## config.mk

```make
export PLATFORM = sky130hd
export DESIGN_NAME = prio_resolve
export DESIGN_NICKNAME = d
export VERILOG_FILES = /design/src/rtl/prio_resolve.sv
export SDC_FILE = /design/constraint.sdc
export NUM_CORES = 1
export LEC_CHECK = 0
export BUFFER_PORTS_ARGS = -buffer_cell sky130_fd_sc_hd__buf_2
export CELL_PAD_IN_SITES_DETAIL_PLACEMENT = 0
export CELL_PAD_IN_SITES_GLOBAL_PLACEMENT = 1
export CORE_UTILIZATION = 25
export DETAILED_ROUTE_END_ITERATION = 16
export GPL_ROUTABILITY_DRIVEN = 0
export PLACE_DENSITY_LB_ADDON = 0.1
export SLEW_MARGIN = 25
export SYNTH_ARGS = -nofsm -noshare
export SYNTH_HDL_FRONTEND = slang
export SYNTH_SLANG_ARGS = --single-unit
```

## constraint.sdc

```tcl
create_clock -name clk -period 4.3 [get_ports clk]
set_input_delay 0.215 -clock clk [delete_from_list [all_inputs] [get_ports clk]]
set_output_delay 0.215 -clock clk [all_outputs]
set_load 0.05 [all_outputs]
```

## src/rtl/prio_resolve.sv

```systemverilog
module prio_resolve #(
  parameter int N = 8,
  localparam int W = $clog2(N)
) (
  input  logic         clk,
  input  logic         rst_n,
  input  logic [N-1:0] irr,
  input  logic [N-1:0] imr,
  input  logic         smm,
  input  logic         sfnm,
  input  logic [N-1:0] casc_mask,
  input  logic         init_busy,
  input  logic         cmd_valid,
  input  logic         cmd_rot,
  input  logic         cmd_sel,
  input  logic         cmd_eoi,
  input  logic [W-1:0] cmd_lvl,
  input  logic         aeoi_req,
  input  logic         set_is,
  output logic         int_pend,
  output logic [W-1:0] int_lvl,
  output logic [N-1:0] isr,
  output logic [W-1:0] base,
  output logic         aeoi_rot
);

  logic [N-1:0] isr_q, isr_d, clr_m, set_m;
  logic [W-1:0] base_q, base_d;
  logic         aeoi_q, aeoi_d;

  logic         win_hit, win_done;
  logic [W-1:0] win_lvl, sc_idx;
  logic         sc_cas;

  logic         ns_hit;
  logic [W-1:0] ns_lvl, ns_idx;

  logic         tgt_ok;
  logic [W-1:0] tgt;

  function automatic logic [W-1:0] wrap_add(input logic [W-1:0] a, input int b);
    return W'((int'(a) + b) % N);
  endfunction

  always_comb begin
    win_hit  = 1'b0;
    win_done = 1'b0;
    win_lvl  = W'(N - 1);
    sc_idx   = '0;
    sc_cas   = 1'b0;
    for (int i = 0; i < N; i++) begin
      sc_idx = wrap_add(base_q, i);
      sc_cas = sfnm && casc_mask[sc_idx];
      if (!win_done) begin
        if (isr_q[sc_idx] && !smm && !sc_cas) begin
          win_done = 1'b1;
        end else if (!init_busy && irr[sc_idx] && !imr[sc_idx] &&
                     (!isr_q[sc_idx] || sc_cas)) begin
          win_hit  = 1'b1;
          win_lvl  = sc_idx;
          win_done = 1'b1;
        end else if (isr_q[sc_idx] && !smm) begin
          win_done = 1'b1;
        end
      end
    end
  end

  assign int_pend = win_hit;
  assign int_lvl  = win_lvl;

  always_comb begin
    ns_hit = 1'b0;
    ns_lvl = '0;
    ns_idx = '0;
    for (int i = 0; i < N; i++) begin
      ns_idx = wrap_add(base_q, i);
      if (!ns_hit && isr_q[ns_idx] && (!smm || !imr[ns_idx])) begin
        ns_hit = 1'b1;
        ns_lvl = ns_idx;
      end
    end
  end

  always_comb begin
    clr_m  = '0;
    set_m  = '0;
    base_d = base_q;
    aeoi_d = aeoi_q;
    tgt_ok = 1'b0;
    tgt    = cmd_sel ? cmd_lvl : ns_lvl;
    if (cmd_valid) begin
      if (cmd_sel || cmd_eoi) begin
        tgt_ok = cmd_sel || ns_hit;
        if (tgt_ok) begin
          if (cmd_eoi) clr_m[tgt] = 1'b1;
          if (cmd_rot) base_d = wrap_add(tgt, 1);
        end
      end else begin
        aeoi_d = cmd_rot;
      end
    end else if (aeoi_req && ns_hit) begin
      clr_m[ns_lvl] = 1'b1;
      if (aeoi_q) base_d = wrap_add(ns_lvl, 1);
    end
    if (set_is && win_hit) set_m[win_lvl] = 1'b1;
    isr_d = (isr_q & ~clr_m) | set_m;
  end

  always_ff @(posedge clk or negedge rst_n) begin
    if (!rst_n) begin
      isr_q  <= '0;
      base_q <= '0;
      aeoi_q <= 1'b0;
    end else begin
      isr_q  <= isr_d;
      base_q <= base_d;
      aeoi_q <= aeoi_d;
    end
  end

  assign isr      = isr_q;
  assign base     = base_q;
  assign aeoi_rot = aeoi_q;

  AST_WIN_ELIGIBLE: assert property (@(posedge clk) disable iff (!rst_n)
    int_pend |-> (irr[int_lvl] && !imr[int_lvl] && !init_busy));
  AST_WIN_NOT_BUSY: assert property (@(posedge clk) disable iff (!rst_n)
    (int_pend && !(sfnm && casc_mask[int_lvl])) |-> !isr_q[int_lvl]);
  AST_IDLE_LEVEL: assert property (@(posedge clk) disable iff (!rst_n)
    !int_pend |-> (int_lvl == W'(N - 1)));
  AST_SET_IS: assert property (@(posedge clk) disable iff (!rst_n)
    (set_is && int_pend && !cmd_valid && !aeoi_req) |=> isr_q[$past(int_lvl)]);
  AST_SPEC_EOI: assert property (@(posedge clk) disable iff (!rst_n)
    (cmd_valid && cmd_sel && cmd_eoi && !set_is) |=> !isr_q[$past(cmd_lvl)]);
  AST_SPEC_ROT: assert property (@(posedge clk) disable iff (!rst_n)
    (cmd_valid && cmd_sel && cmd_rot) |=> (base_q == wrap_add($past(cmd_lvl), 1)));
  AST_HOLD: assert property (@(posedge clk) disable iff (!rst_n)
    (!cmd_valid && !aeoi_req && !set_is) |=> ($stable(isr_q) && $stable(base_q)));
  AST_AEOI_FLAG: assert property (@(posedge clk) disable iff (!rst_n)
    (cmd_valid && !cmd_sel && !cmd_eoi) |=> (aeoi_q == $past(cmd_rot) && $stable(base_q)));
  AST_ONE_ACTION: assert property (@(posedge clk) disable iff (!rst_n)
    $countones({cmd_valid, aeoi_req, set_is}) <= 1);

endmodule

```

==> results.py <==
metrics = {
    "synthesis": {
        "synth_common_cells": "nand2_1, mux2i_1, mux4_2, a21oi_1, nor2_1",
        "synth_fp_nets": 441,
        "yosys_most_used_dff": "dfrtp_1",
        "synth.area.top_cells": "mux4_2, dfrtp_1, mux2i_1",
        "ys_ff_latch": 12,
        "synth_seq_area_share_pct": 8.45,
        "syn_inst": 400,
        "synthArstFlopShare_pct": 100,
        "synth_top_area_cell": "mux4_2",
        "post-synth-top-count-cell": "nand2_1",
        "avgSynthCellArea_um2": 8.88,
        "synthesis.area_um2": 3550,
        "synth-edff-count": 0,
        "ys_types": 93,
        "synth.top_cell.area_share_pct": 13.9,
        "yosys_warnings": 0,
    },
    "timing": {
        "finClkSkew_ns": 0.00156,
        "finalSetupViolCount": 0,
        "worstMarginPinSlew_ns": 0.700,
        "rsz0062_at_grt": "no",
        "hold_viol": 0,
        "fin_crit_ns": 4.12,
        "tns_ns": 0,
        "max_clock_freq_mhz": 242,
        "drv_slew": 0,
        "fin_crit_sh_pct": 95.9,
        "relSlewSlack_pct": 53.3,
    },
    "global_routing": {
        "grt_start_max_net_pins": 56,
        "grt_usage_pct": 20.2,
        "grt_pass1_vias": 3678,
        "grt_pass1_wl_um": 22300,
        "grt_overflow": 0,
        "antenna_found_initial": 0,
    },
    "placement": {
        "place_area_um2": 4040,
        "port_buffers": 53,
        "dpl.hpwl_um": 11300,
    },
    "cells_and_area": {
        "nets": 496,
        "area_growth_pct": 17.4,
        "antenna_cells": 0,
        "drive_gt1_share_pct": 30.2,
        "fin_area_um2": 4170,
        "fillCellCount": 1488,
    },
    "drt": {
        "wirelength_um": 14300,
        "route.detailed.drc": 0,
        "first_pass_iters": 4,
        "initialDrtViolationCount": 276,
        "wl_per_cell_um": 22.5,
        "vias": 3874,
        "antenna_left": 0,
        "via_per_inst": 6.11,
    },
    "critical_path": {
        "critPathTopFamily": "compound AO/OA/AOI/OAI gates",
        "critPathKind": "register to output port",
        "cp_slowest_cell": "mux4_1",
        "worstPathMaxFanout": 11,
        "path_cells": "inv_1 > ha_1 > buf_4 > mux4_1 > a21o_1 > a221oi_1 > a2111oi_4 > a211oi_1 > o211ai_2 > a21bo_1 > and3_4 > inv_4 > buf_2",
        "worstPathArrival_ns": 3.91,
        "cp-end-kind": "output port",
        "crit_buf_inv": 4,
        "required_ns": 4.09,
        "cpPeakStageDelay_ns": 0.68,
        "start_kind": "register",
    },
    "clock_tree": {
        "cts_root_buf": "clkbuf_16",
        "cts_buffers": 3,
        "insertion_delay_ns": 0.24,
        "cts.sinks": 12,
        "clk_path_buf_depth": 2,
        "clk_pin_slew_ns": 0.04,
        "cts_tree": "built",
        "cts.htree.levels": 1,
    },
    "floorplanning": {
        "die_h_um": 121,
        "row_count": 43,
        "fp.dieW_um": 121,
        "start_util_pct": 25.6,
        "ios": 54,
        "dieArea_um2": 14700,
        "coreArea_um2": 13900,
    },
    "worst_hold_path": {
        "hp-class": "input pin to register",
    },
    "run_status": {
        "run_status": "finished, final reports clean",
    },
    "job": {
        "drv_cap": 0,
    },
}
-- layout by cell type (no fill, tap or decap), types with 5 or more instances in the layout --
master,count
buf_2,53
nand2_1,30
mux4_2,23
mux2i_1,22
a21oi_1,20
buf_4,19
nor2_1,18
nand3_1,17
inv_1,11
nor3_1,11
dfrtp_1,11
o21ai_0,10
nor2b_1,9
nand2b_1,9
o32ai_1,9
o31ai_1,9
mux2_2,8
o211ai_1,8
and2_1,7
o221ai_1,6
and3_1,5
o22ai_1,5
a22o_1,5
nor3b_1,5
-- stage by stage --
stage	instances	hold WS [ns]	utilization, %	worst slack, ns
final	634	0.232	30.1	0.176
after detailed placement	626	0.109	29.1	0.331
after floorplan	400	-0.0806	-	0.0395
after global placement	626	0.107	29.1	0.309
after CTS	631	0.236	29.8	0.129
after global routing	634	0.249	30.1	0.00294
-- layout make-up --
cell class / count / area, um^2 / share of cell area (%)
clock buffers: 4 / 88.8 / 2.13
inverters: 15 / 58.8 / 1.41
multi-input cells: 348 / 3040 / 72.9
flip-flops and latches: 12 / 302 / 7.23
well taps: 180 / 225 / 5.40
repair buffers: 75 / 458 / 11.0
-- metal layers --
metal  vias to the layer above  share of wire, %  GRT usage, %
met2                       154                47          32.4
met5                         -                 0             0
li1                       1764                 -             -
met1                      1940                44          28.3
met4                         0               1.5          3.78
met3                        16               7.6          3.90
-- flip-flops by register name, indices dropped and copies added, names as in the netlist --
register	count
isr	8
aeoi_rot	1
base	3
-- timing repair --
action,CTS,global route
hold buffers,1,0
endpoints found under the setup margin,0,4
buffers inserted,0,3
gates resized for setup,0,2
endpoints found under the hold margin,12,0
-- worst paths after layout --
path / slack [ns] / endpoint / cells after the start / start
worst max-delay path: 0.18 / int_lvl[2] / 13 / base[0]$_DFFE_PN0P_
worst min-delay path: 0.23 / aeoi_rot$_DFFE_PN0P_ / 2 / cmd_rot
worst max register to register: 0.29 / isr[0]$_DFF_PN0_ / 13 / base[0]$_DFFE_PN0P_
worst min register to register: 0.57 / aeoi_rot$_DFFE_PN0P_ / 1 / aeoi_rot$_DFFE_PN0P_
max in group asynchronous: 3.68 / base[0]$_DFFE_PN0P_ / 2 / rst_n
min in group asynchronous: 0.38 / isr[2]$_DFF_PN0_ / 2 / rst_n
-- logic make-up after synthesis --
| kind of cell | share of synthesized area, % |
|---|---|
| buffers and inverters | 6.13 |
| adder cells (fa/ha/maj) | 1.06 |
| XOR/XNOR | 1.97 |
| AO/OA/AOI/OAI | 30.8 |
| multiplexers | 27.3 |
| AND/OR/NAND/NOR | 24.3 |
| flip-flops | 8.45 |
Power is left out: the tool's default activity adds up to more than one toggle a clock period on the data nets, which glitch-free logic cannot reach.
